File: src/rtl/adc_scan_pkg.sv
package adc_scan_pkg;

  typedef enum logic {
    SC_IDLE = 1'b0,
    SC_WAIT = 1'b1
  } scan_state_t;

  // control word field offsets relative to the channel field width
  function automatic int f_cont(input int cw);
    return cw;
  endfunction
  function automatic int f_run(input int cw);
    return cw + 1;
  endfunction
  function automatic int f_ext(input int cw);
    return cw + 2;
  endfunction
  function automatic int f_int(input int cw);
    return cw + 3;
  endfunction
  function automatic int f_pd(input int cw);
    return cw + 4;
  endfunction

endpackage

File: src/rtl/adc_trig_edge.sv
module adc_trig_edge #(
  parameter int NSRC = 2,
  parameter int SYNC = 2
) (
  input  logic            clk,
  input  logic            rst,
  input  logic [NSRC-1:0] trig_n,
  input  logic [NSRC-1:0] enable,
  output logic            evt
);
  localparam int DEPTH = SYNC + 1;

  logic [NSRC-1:0] fall;

  for (genvar s = 0; s < NSRC; s++) begin : g_src
    logic [DEPTH-1:0] pipe;
    always_ff @(posedge clk) begin
      if (rst) pipe <= '1;
      else     pipe <= {pipe[DEPTH-2:0], trig_n[s]};
    end
    // high-to-low seen between the last synchroniser stage and its delayed copy
    assign fall[s] = pipe[DEPTH-1] & ~pipe[DEPTH-2];
  end

  assign evt = |(fall & enable);

endmodule

File: src/rtl/adc_scan_cfg.sv
module adc_scan_cfg
  import adc_scan_pkg::*;
#(
  parameter int CW = 3,
  localparam int CTRL_W = CW + 5
) (
  input  logic              clk,
  input  logic              rst,
  input  logic              reg_we,
  input  logic [CTRL_W-1:0] reg_wdata,
  input  logic              run_clr,
  input  logic              trig_evt,
  output logic [CTRL_W-1:0] ctrl_q
);
  localparam int B_RUN = f_run(CW);

  always_ff @(posedge clk) begin
    if (rst) begin
      ctrl_q <= '0;
    end else if (reg_we) begin
      ctrl_q <= reg_wdata;
    end else if (run_clr) begin
      ctrl_q[B_RUN] <= 1'b0;
    end else if (trig_evt) begin
      ctrl_q[B_RUN] <= 1'b1;
    end
  end

endmodule

File: src/rtl/adc_scan_fsm.sv
module adc_scan_fsm
  import adc_scan_pkg::*;
#(
  parameter int NCH = 8,
  localparam int CW = $clog2(NCH)
) (
  input  logic          clk,
  input  logic          rst,
  input  logic          run,
  input  logic          sleep,
  input  logic          cont,
  input  logic [CW-1:0] first_ch,
  input  logic          conv_done,
  output logic          conv_start,
  output logic [CW-1:0] conv_ch,
  output logic          busy,
  output logic          eoc_irq,
  output logic          run_clr,
  output logic          res_we
);
  localparam logic [CW-1:0] LAST = CW'(NCH - 1);

  scan_state_t state;
  logic done_acc, at_last, go;

  always_comb begin
    done_acc = (state == SC_WAIT) && conv_done && !conv_start;
    at_last  = (conv_ch == LAST);
    go       = run && !sleep;
    run_clr  = done_acc && at_last && !cont;
    res_we   = done_acc;
  end

  assign busy = (state == SC_WAIT);

  always_ff @(posedge clk) begin
    if (rst) begin
      state      <= SC_IDLE;
      conv_start <= 1'b0;
      conv_ch    <= '0;
      eoc_irq    <= 1'b0;
    end else begin
      conv_start <= 1'b0;
      eoc_irq    <= done_acc && at_last;
      case (state)
        SC_IDLE: begin
          if (go) begin
            conv_start <= 1'b1;
            conv_ch    <= first_ch;
            state      <= SC_WAIT;
          end
        end
        SC_WAIT: begin
          if (done_acc) begin
            if (at_last) begin
              if (cont && go) begin
                conv_start <= 1'b1;
                conv_ch    <= first_ch;
              end else begin
                state <= SC_IDLE;
              end
            end else if (go) begin
              conv_start <= 1'b1;
              conv_ch    <= conv_ch + 1'b1;
            end else begin
              state <= SC_IDLE;
            end
          end
        end
        default: state <= SC_IDLE;
      endcase
    end
  end

endmodule

File: src/rtl/adc_result_bank.sv
module adc_result_bank #(
  parameter int NCH = 8,
  parameter int DW  = 10,
  localparam int CW = $clog2(NCH)
) (
  input  logic          clk,
  input  logic          we,
  input  logic [CW-1:0] wch,
  input  logic [DW-1:0] wdata,
  input  logic [CW-1:0] rch,
  output logic [DW-1:0] rdata
);
  logic [DW-1:0] mem [NCH];

  always_ff @(posedge clk) begin
    if (we) mem[wch] <= wdata;
    rdata <= mem[rch];
  end

endmodule

File: src/rtl/adc_scan_ctrl.sv
module adc_scan_ctrl
  import adc_scan_pkg::*;
#(
  parameter int NCH = 8,
  parameter int DW  = 10,
  localparam int CW = $clog2(NCH),
  localparam int CTRL_W = CW + 5
) (
  input  logic              clk,
  input  logic              rst,
  input  logic              reg_we,
  input  logic [CTRL_W-1:0] reg_wdata,
  output logic [CTRL_W-1:0] ctrl_q,
  input  logic              ext_trig_n,
  input  logic              int_trig_n,
  output logic              conv_start,
  output logic [CW-1:0]     conv_ch,
  input  logic              conv_done,
  input  logic [DW-1:0]     conv_data,
  output logic              busy,
  output logic              eoc_irq,
  input  logic [CW-1:0]     rd_ch,
  output logic [DW-1:0]     rd_data
);
  localparam int B_CONT = f_cont(CW);
  localparam int B_RUN  = f_run(CW);
  localparam int B_EXT  = f_ext(CW);
  localparam int B_INT  = f_int(CW);
  localparam int B_PD   = f_pd(CW);

  logic trig_evt, run_clr, res_we;

  adc_trig_edge #(.NSRC(2), .SYNC(2)) u_trig (
    .clk    (clk),
    .rst    (rst),
    .trig_n ({int_trig_n, ext_trig_n}),
    .enable ({ctrl_q[B_INT], ctrl_q[B_EXT]}),
    .evt    (trig_evt)
  );

  adc_scan_cfg #(.CW(CW)) u_cfg (
    .clk       (clk),
    .rst       (rst),
    .reg_we    (reg_we),
    .reg_wdata (reg_wdata),
    .run_clr   (run_clr),
    .trig_evt  (trig_evt),
    .ctrl_q    (ctrl_q)
  );

  adc_scan_fsm #(.NCH(NCH)) u_fsm (
    .clk        (clk),
    .rst        (rst),
    .run        (ctrl_q[B_RUN]),
    .sleep      (ctrl_q[B_PD]),
    .cont       (ctrl_q[B_CONT]),
    .first_ch   (ctrl_q[CW-1:0]),
    .conv_done  (conv_done),
    .conv_start (conv_start),
    .conv_ch    (conv_ch),
    .busy       (busy),
    .eoc_irq    (eoc_irq),
    .run_clr    (run_clr),
    .res_we     (res_we)
  );

  adc_result_bank #(.NCH(NCH), .DW(DW)) u_bank (
    .clk   (clk),
    .we    (res_we),
    .wch   (conv_ch),
    .wdata (conv_data),
    .rch   (rd_ch),
    .rdata (rd_data)
  );

endmodule

File: config.mk
export PLATFORM = sky130hd
export DESIGN_NAME = adc_scan_ctrl
export DESIGN_NICKNAME = d
export VERILOG_FILES = /design/src/rtl/adc_scan_pkg.sv /design/src/rtl/adc_trig_edge.sv /design/src/rtl/adc_scan_cfg.sv /design/src/rtl/adc_scan_fsm.sv /design/src/rtl/adc_result_bank.sv /design/src/rtl/adc_scan_ctrl.sv
export SDC_FILE = /design/constraint.sdc
export NUM_CORES = 1
export LEC_CHECK = 0
export ABC_AREA = 1
export BUFFER_PORTS_ARGS = -buffer_cell sky130_fd_sc_hd__buf_2
export CAP_MARGIN = 10
export CORE_MARGIN = 10
export CORE_UTILIZATION = 36
export CTS_CLUSTER_SIZE = 12
export DETAILED_ROUTE_END_ITERATION = 10
export GPL_ROUTABILITY_DRIVEN = 0
export PLACE_DENSITY = 0.56
export REMOVE_ABC_BUFFERS = 1
export SYNTH_ARGS = -nofsm -noshare
export SYNTH_HDL_FRONTEND = slang
export SYNTH_SLANG_ARGS = --single-unit
File: constraint.sdc
create_clock -name clk -period 2.1 [get_ports clk]
set_input_delay 0.42 -clock clk [delete_from_list [all_inputs] [get_ports clk]]
set_output_delay 0.42 -clock clk [all_outputs]
set_load 0.005 [all_outputs]
## Word-level counts from Yosys, hierarchy flattened

Memory sizes are Yosys's and may differ from the RTL's. A register that Yosys moved wholly into a read port is not among the register bits.
Cells that the tools add are included.

| storage, ports and cells | value |
|---|---|
| bits in registers | 20 |
| bits in writable memories | 80 |
| input port bits | 27 |
| output and inout port bits | 24 |
| word-level logic and storage cells | 51 |
| memories kept | 1 |

Memory list:

| memory | words | bits a word | rd ports | clocked after memory_dff | wr ports | line | RTL |
|---|---|---|---|---|---|---|---|
| u_bank.mem | 8 | 10 | 1 | 1 | 1 | adc_result_bank.sv:13 | `logic [DW-1:0] mem [NCH];` |

| cells by class | value |
|---|---|
| add/subtract/negate cells | 1 |
| eq/ne operators | 5 |
| muxes and demuxes | 18 |
| bitwise logic cells | 6 |
| reduce and logical (&&, ||, !) cells | 12 |

Operator list:

| cell | count |
|---|---|
| $mux W3 | 5 |
| $mux W1 | 10 |
| $logic_and A1 B1 Y1 | 6 |
| $ne A3 B3 Y1 const B | 2 |
| $pmux W3 S2 | 1 |
| $pmux W1 S2 | 2 |
| $reduce_and A4 Y1 | 1 |
| $add A3 B1 Y3 const B | 1 |
| $eq A3 B3 Y1 const B | 1 |
| $logic_not A1 Y1 | 3 |
| $not A1 Y1 | 3 |
| $reduce_bool A3 Y1 | 1 |
| $and A1 B1 Y1 | 2 |
| $and A2 B2 Y2 | 1 |
| $ne A2 B1 Y1 const B | 1 |
| $ne A2 B2 Y1 const B | 1 |
| $reduce_or A2 Y1 | 1 |

## Depth between registers and ports, before layout

Gate-level depths: netlist of run 1.

| depth | value |
|---|---|
| depth after elaboration | 7 |
| depth in mapped cells | 8 |
| gate-level depth less buffers | 8 |

## Modules after synthesis

Synthesis of run 1 repeated with hierarchy kept, for this count alone.

| unflattened totals | value |
|---|---|
| cell total of the unflattened synthesis | 497 |
| area total of the unflattened synthesis | 4738.3 sq um |

Modules (own cells, without submodules):

| module | times used | cells an instance | area each (sq um) | seq. area each (sq um) |
|---|---|---|---|---|
| adc_result_bank | 1 | 374 | 3813.7 | 2602.5 |
| adc_scan_fsm | 1 | 70 | 465.4 | 120.1 |
| adc_scan_cfg | 1 | 35 | 281.5 | 160.2 |
| adc_trig_edge | 1 | 18 | 177.7 | 120.1 |

## Worst setup path after synthesis of run 1

OpenSTA, ideal clock, no wires.

| path | value |
|---|---|
| path kind | register to register |
| start | register u_fsm.state, in the netlist u_fsm.busy |
| end | memory u_bank.mem[0][0], enable pin |
| setup time | 0.376 ns |
| data arrival time | 1.221 ns |
| required time | 1.724 ns |
| path slack | 0.503 ns |
| stages on the path, launching flop included | 5 |
| path buffers | 0 |
| clock period less this slack | 1.597 ns |
| path through | dfxtp_1 -> nand2_2 -> nor2_4 -> nand2_1 -> nor2_1 |

| between the ends | value |
|---|---|
| cells in the longest elaborated chain, start to end | 4 |

RTL lines:

| element | line | RTL |
|---|---|---|
| start, declared | adc_scan_fsm.sv:23 | `scan_state_t state;` |
| start signal, assigned | adc_scan_fsm.sv:38 | `state <= SC_IDLE;` |
| start signal, assigned | adc_scan_fsm.sv:50 | `state <= SC_WAIT;` |
| start signal, assigned | adc_scan_fsm.sv:60 | `state <= SC_IDLE;` |
| $logic_and A1 B1 Y1 (2 in a row) | adc_scan_fsm.sv:27 | `done_acc = (state == SC_WAIT) && conv_done && !conv_start;` |
| $mux W1 | adc_result_bank.sv:16 | `if (we) mem[wch] <= wdata;` |
| $mux W1 (implied by the code) | adc_result_bank.sv:16 |  |
| end, declared | adc_result_bank.sv:13 |  |

Every way passes these cells.

## Final worst setup path of run 1

| path | value |
|---|---|
| start | register u_fsm.state, in the netlist u_fsm.busy |
| end | memory u_bank.mem[1][7], enable pin |

Same word-level chain as after synthesis.

==> flow_summary.yaml, run 1 <==
timing:
  worstMarginPinSlew_ns: 0.660
  fin_ws_ns: 0.575
  drv_slew: 0
  finalClockSkew_ns: 0.00763
  relSlewSlack_pct: 55.9
  max_clock_freq_ghz: 0.656
  fin_crit_sh_pct: 72.6
  rsz0062_at_grt: "no"
  setup-violations-final: 0
  period_needed_ns: 1.52
  hold_violations: 0
  fin_setup_tns_ns: 0
worst_setup_path:
  r2r-end: "u_bank.mem[1][7]$_DFFE_PP_"
  worstPathRequired_ns: 2.13
  start_kind: "flop"
  slowest_stage: "dfxtp_1"
  cp_slowest_stage_delay_ns: 0.46
  critPathCaptureType: "flop"
  r2r-start: "u_fsm.busy$_SDFF_PP0_"
  r2r_slack_ns: 0.58
  cp_num_buf_inv: 1
  path_max_fanout: 10
  crit_chain: "nand2_2, nor2_4, nand2_1, nor2_1, buf_4"
  arrival_ns: 1.55
  cpLargestDelayFamily: "simple AND/OR/NAND/NOR gates"
  critical_path_class: "flop to flop"
  reg2reg_depth: 5
clock_network:
  post_cts_buffers: 0
  cts_root_buf: "clkbuf_16"
  clk_pin_slew_ns: 0.07
  cts_resized: 0
  htreeDepth: 3
  clk_latency_ns: 0.34
  clk_path_buf_depth: 2
  cts_buffers: 9
  cts_sinks: 110
  cts_hold_buf: 0
  cts_tree: "built"
power_and_ir_drop:
  p_per_area_nw_per_um2: 887
  p_leak_nw: 1.87
  internal-power_w: 0.00341
  irDropWorstVdd_v: 0.000650
  swShare_pct: 21.5
  switching_power_w: 0.000935
  clkPwrFrac_pct: 37.8
  seqPwrFrac_pct: 55.4
  p_comb_share_pct: 6.8
synthesis:
  seq_area_frac_synth_pct: 72.0
  netlist_area_um2: 4170
  syn_area_per_cell_um2: 11.6
  synth_xor_area_share_pct: 0
  syn_inst: 360
  synthAdderAreaFrac_pct: 0.900
  synth_compound_area_share_pct: 9.78
  ys_ff_latch: 110
  synth_top_family_by_area: "simple AND/OR/NAND/NOR gates"
  synthMuxAreaShare_pct: 0
  synth_cell_types: 23
  synth_simple_gate_area_share_pct: 13.7
  yosys_warnings: 0
flow_run:
  maxCapViolCount: 0
routing:
  wl_per_cell_um: 16.2
  routed_wl_um: 9120
  drt_first_iter_violations: 265
  firstDrtPassIters: 6
  postRouteAntennaNets: 0
  drc: 0
  routed_via_density: 4.99
  vias: 2811
grt:
  globalRouteMet2Util_pct: 17.3
  grt_pass1_wl_um: 14300
  antenna_found_initial: 0
  grt_pass1_vias: 2812
  use_met1_pct: 13.4
  grt.met3_usage_pct: 5.50
  grt_max_degree: 29
  grt-busiest-layer: "met2"
  grt.total_usage_pct: 11.2
  gr-total-overflow: 0
floorplan:
  dieArea_um2: 16300
  die_y_um: 128
  pin_count: 51
  rows: 39
  die_x_um: 128
  start_util_pct: 36.7
  coreArea_um2: 11400
cells_and_area:
  synthToLayoutAreaGrowth_pct: 17.3
  fin_nets: 445
  antenna_cells: 0
  layout-drive-gt1-share_pct: 20.0
hold_path:
  hold_depth: 2
  hp-class: "input port to flop"
  min_from: "ext_trig_n"
  holdPathEnd: "u_trig.g_src[0].pipe[0]$_SDFF_PP1_"
placed_design:
  dp_slack_ns: 0.507
  portBuffers: 50
  post-dp-hpwl_um: 5730
status:
  status: "complete, no violations"
-- cells in the mapped netlist --
master    instances  share of area (%)
a21oi_1           6               0.72
buf_2             9                1.1
buf_4             4               0.72
clkbuf_1          5               0.45
clkinv_1          2               0.18
dfxtp_1          30                 14
edfxtp_1         80                 58
ha_1              3               0.90
inv_1            13                1.2
inv_2             1              0.090
nand2_1          51                4.6
nand2_2           1               0.15
nand3_1          10                1.2
nand3_4           1               0.42
nor2_1           67                6.0
nor2_4            1               0.27
nor3_1            1               0.12
nor4_2            1               0.30
o211ai_1          1               0.18
o21ai_0           9                1.1
o21ai_1          40                4.8
o22ai_1          20                3.0
or2_2             4               0.60
-- power groups by stage --
stage | Combinational (W) | Sequential (W) | Clock, W
after floorplan | 0.000140 | 0.00246 | 0
after global placement | 0.000295 | 0.00245 | 0
after detailed placement | 0.000300 | 0.00245 | 0
after CTS | 0.000302 | 0.00241 | 0.00168
after global routing | 0.000340 | 0.00241 | 0.00177
final | 0.000296 | 0.00241 | 0.00164
-- flip-flops by register name, indices dropped and copies added (netlist names) --
register           flops
u_fsm.busy             1
u_fsm.conv_start       1
u_bank.mem            80
u_cfg.ctrl_q           8
u_bank.rdata          10
u_trig.g_src.pipe      6
u_fsm.conv_ch          3
u_fsm.eoc_irq          1
-- cells in the final DEF, fill, tap and decap left out, types with 2 or more instances in the layout --
| cell | netlist | layout |
|---|---|---|
| dfxtp_1 | 30 | 30 |
| nand2_1 | 51 | 51 |
| o21ai_0 | 9 | 9 |
| clkbuf_16 | 0 | 9 |
| clkbuf_1 | 5 | 2 |
| o21ai_1 | 40 | 40 |
| buf_4 | 4 | 11 |
| inv_1 | 13 | 13 |
| nand3_1 | 10 | 10 |
| or2_2 | 4 | 4 |
| ha_1 | 3 | 3 |
| clkinv_1 | 2 | 3 |
| edfxtp_1 | 80 | 80 |
| a21oi_1 | 6 | 6 |
| clkinv_2 | 0 | 2 |
| buf_2 | 9 | 50 |
| o22ai_1 | 20 | 20 |
| nor2_1 | 67 | 67 |
-- worst max-delay path by stage --
stage | from | end | cells after the start | slack, ns
after floorplan | u_fsm.busy$_SDFF_PP0_ | u_bank.mem[0][0]$_DFFE_PP_ | 4 | 0.50
after global placement | rd_ch[0] | u_bank.rdata[3]$_DFF_P_ | 7 | 0.53
after detailed placement | rd_ch[0] | u_bank.rdata[3]$_DFF_P_ | 7 | 0.51
after CTS | u_fsm.busy$_SDFF_PP0_ | u_bank.mem[1][7]$_DFFE_PP_ | 5 | 0.56
after global routing | u_fsm.busy$_SDFF_PP0_ | u_bank.mem[1][7]$_DFFE_PP_ | 5 | 0.45
final | u_fsm.busy$_SDFF_PP0_ | u_bank.mem[1][7]$_DFFE_PP_ | 5 | 0.58
-- kinds of logic after synthesis --
| group | Yosys count |
|---|---|
| simple gates | 137 |
| flops | 110 |
| compound gates | 76 |
| buf+inv | 34 |
| fa+ha+maj | 3 |
-- worst reg2reg max path, cell delays in order, from the launching register on --
cell and delay, ns:
dfxtp_1 0.46, nand2_2 0.10, nor2_4 0.16, nand2_1 0.13
nor2_1 0.12, buf_4 0.24
-- routing by layer --
layer  up-vias  routed length [um]
met5         -                   0
met4         0                 121
met3        11                 752
met2        87                4180
met1      1344                4060
li1       1369                   -
-- stage by stage --
stage	power, W	utilization (%)	cells	hold slack, ns	area, um^2
2_1_floorplan	0.00260	-	342	0.389	4080
5_1_grt	0.00452	43.1	563	0.250	4900
3_5_place_dp	0.00276	40.6	547	0.393	4610
4_1_cts	0.00439	43.1	563	0.248	4900
6_report	0.00434	43.1	563	0.261	4900
3_3_place_gp	0.00275	40.6	547	0.393	4610
-- final cells by class --
type,count,area (um^2)
flip-flops and latches,110,3000
clock buffers,11,233
fillers,1059,6470
inverters,16,60.1
multi-input cells,216,1020
clock inverters,5,52.6
repair buffers,62,353
well taps,143,179
No activity file was read; power rests on OpenSTA's default activity.
==> run 2: changes to the inputs <==
Settings changed: PLACE_DENSITY 0.56 to 0.58.
Clock period 2.1 ns to 1.3 ns, I/O delays scaled along.
==> run 2 against run 1 <==
Cell count increased by 2.5%. Setup slack got worse by 0.57 ns. Fmax increased by 18%. Combinational power increased by 98%. Via count increased by 3.0%. Sequential power increased by 61%. Largest power group unchanged. Highest routed layer unchanged.
==> flow_summary.yaml, run 2 (synthesis gave the netlist of run 1 again) <==
routing:
  drt_first_iter_violations: 300
  drc: 0
  firstDrtPassIters: 4
  postRouteAntennaNets: 0
  routed_via_density: 5.02
  wl_per_cell_um: 17.6
  routed_wl_um: 10200
  vias: 2895
floorplan:
  die_x_um: 128
  coreArea_um2: 11400
  rows: 39
  dieArea_um2: 16300
  start_util_pct: 36.7
  pin_count: 51
  die_y_um: 128
cells_and_area:
  final_util_pct: 46.0
  seqCellArea_um2: 3010
  synthToLayoutAreaGrowth_pct: 25.3
  reg_top3: "u_bank.mem (80), u_bank.rdata (10), u_cfg.ctrl_q (8)"
  layout-drive-gt1-share_pct: 29.3
  multi_input_area_um2: 1130
  antenna_cells: 0
  largest_reg_flops: 80
  n_fill_cell: 1049
  final_area_um2: 5230
  final_common_cell: "edfxtp_1"
  fin_nets: 459
  top_register: "u_bank.mem"
  most-common-layout-cells: "edfxtp_1, nor2_1, buf_2, nand2_1, o21ai_1"
placed_design:
  place_area_um2: 4680
  portBuffers: 50
  post-dp-hpwl_um: 6400
timing:
  setup-violations-final: 0
  drv_slew: 0
  hold_violations: 0
  max_clock_freq_ghz: 0.774
  worstMarginPinSlew_ns: 0.392
  rsz0062_at_grt: "yes"
  relSlewSlack_pct: 73.8
  finalClockSkew_ns: 0.00598
  fin_crit_sh_pct: 99.3
  holdWs_ns: 0.101
  period_needed_ns: 1.29
worst_setup_path:
  critical_path_class: "flop to flop"
  cpMostUsedCell: "nor2_4"
  path_max_fanout: 5
  slowest_stage: "dfxtp_2"
  start_kind: "flop"
  reg2reg_depth: 5
  worstPathRequired_ns: 1.35
  crit_chain: "nand2_2, nor2_4, nand2_4, nor2_4, buf_4"
  critPathCaptureType: "flop"
  r2r_slack_ns: 0.009
  arrival_ns: 1.34
  r2r-start: "u_fsm.busy$_SDFF_PP0_"
  cp_slowest_stage_delay_ns: 0.33
  r2r-end: "u_bank.mem[7][9]$_DFFE_PP_"
power_and_ir_drop:
  clkPwrFrac_pct: 39.4
  swShare_pct: 21.3
  p_total_w: 0.00737
  p_per_area_nw_per_um2: 1410
  switching_power_w: 0.00157
  p_comb_share_pct: 8.0
  internal-power_w: 0.00580
  p_leak_nw: 1.98
  seqPwrFrac_pct: 52.7
  irDropWorstVdd_v: 0.000868
clock_network:
  clk_path_buf_depth: 2
  cts_root_buf: "clkbuf_16"
  cts_buffers: 9
  clk_latency_ns: 0.34
  cts_tree: "built"
  htreeDepth: 3
  cts_sinks: 110
  clk_pin_slew_ns: 0.07
hold_path:
  min_from: "int_trig_n"
  holdPathEnd: "u_trig.g_src[1].pipe[0]$_SDFF_PP1_"
  hp-class: "input port to flop"
  hold_depth: 2
grt:
  grt_max_degree: 41
  grt_pass1_vias: 2907
  use_met1_pct: 15.0
  antenna_found_initial: 0
  grt_pass1_wl_um: 15500
  grt.met3_usage_pct: 5.09
  grt.total_usage_pct: 12.1
  gr-total-overflow: 0
  globalRouteMet2Util_pct: 19.1
  grt-busiest-layer: "met2"
flow_run:
  maxCapViolCount: 0
status:
  status: "complete, no violations"
-- run 2: cell type report --
type | instances | area share, %
multi-input combinational | 216 | 21.7
timing repair buffer | 76 | 10.2
clock buffer | 12 | 4.71
inverter | 16 | 1.15
sequential | 110 | 57.5
clock inverter | 4 | 1.36
tap | 143 | 3.42
-- run 2: power groups by stage --
stage	Clock, W	Combinational (W)	Sequential, W
after floorplan	0	0.000226	0.00397
after CTS	0.00295	0.000550	0.00388
final	0.00290	0.000587	0.00388
after global placement	0	0.000541	0.00395
after detailed placement	0	0.000546	0.00396
after global routing	0.00309	0.000662	0.00389
-- run 2: per-stage QoR --
stage | setup TNS, ns | setup WS (ns) | instances
3_5_place_dp | -0.0149 | -0.0149 | 553
5_1_grt | -0.568 | -0.0397 | 577
6_report | 0 | 0.00881 | 577
4_1_cts | 0 | 0.0312 | 569
2_1_floorplan | -23.79 | -0.297 | 342
3_3_place_gp | -0.00292 | -0.00292 | 553
-- run 2: what timing repair did --
action                                  in CTS  in global routing
hold buffers                                 0                  0
buffers inserted                             0                  1
endpoints found under the setup margin       5                 81
gates resized for setup                      5                 63
cloned                                       0                  7
pin swaps                                    1                  7
-- run 2: worst max-delay path, delay by kind of cell, from the launching register on --
kind	cells	cell delay [ns]
simple gates	4	0.49
flops	1	0.33
buf+inv	1	0.18
-- run 2: worst max-delay path by stage --
stage	start	to	cells after the start
2_1_floorplan	u_fsm.busy$_SDFF_PP0_	u_bank.mem[0][0]$_DFFE_PP_	4
3_3_place_gp	u_fsm.conv_ch[0]$_SDFFE_PP0P_	u_fsm.conv_ch[0]$_SDFFE_PP0P_	8
3_5_place_dp	u_fsm.conv_ch[0]$_SDFFE_PP0P_	u_fsm.conv_ch[0]$_SDFFE_PP0P_	8
4_1_cts	u_fsm.conv_ch[0]$_SDFFE_PP0P_	u_fsm.busy$_SDFF_PP0_	7
5_1_grt	u_fsm.busy$_SDFF_PP0_	u_bank.mem[7][9]$_DFFE_PP_	5
6_report	u_fsm.busy$_SDFF_PP0_	u_bank.mem[7][9]$_DFFE_PP_	5
-- run 2: per-layer routing --
metal / routed length [um] / part of all wire, %
met1: 4310 / 42
met2: 4760 / 47
met3: 931 / 9.2
met4: 159 / 1.6
met5: 0 / 0
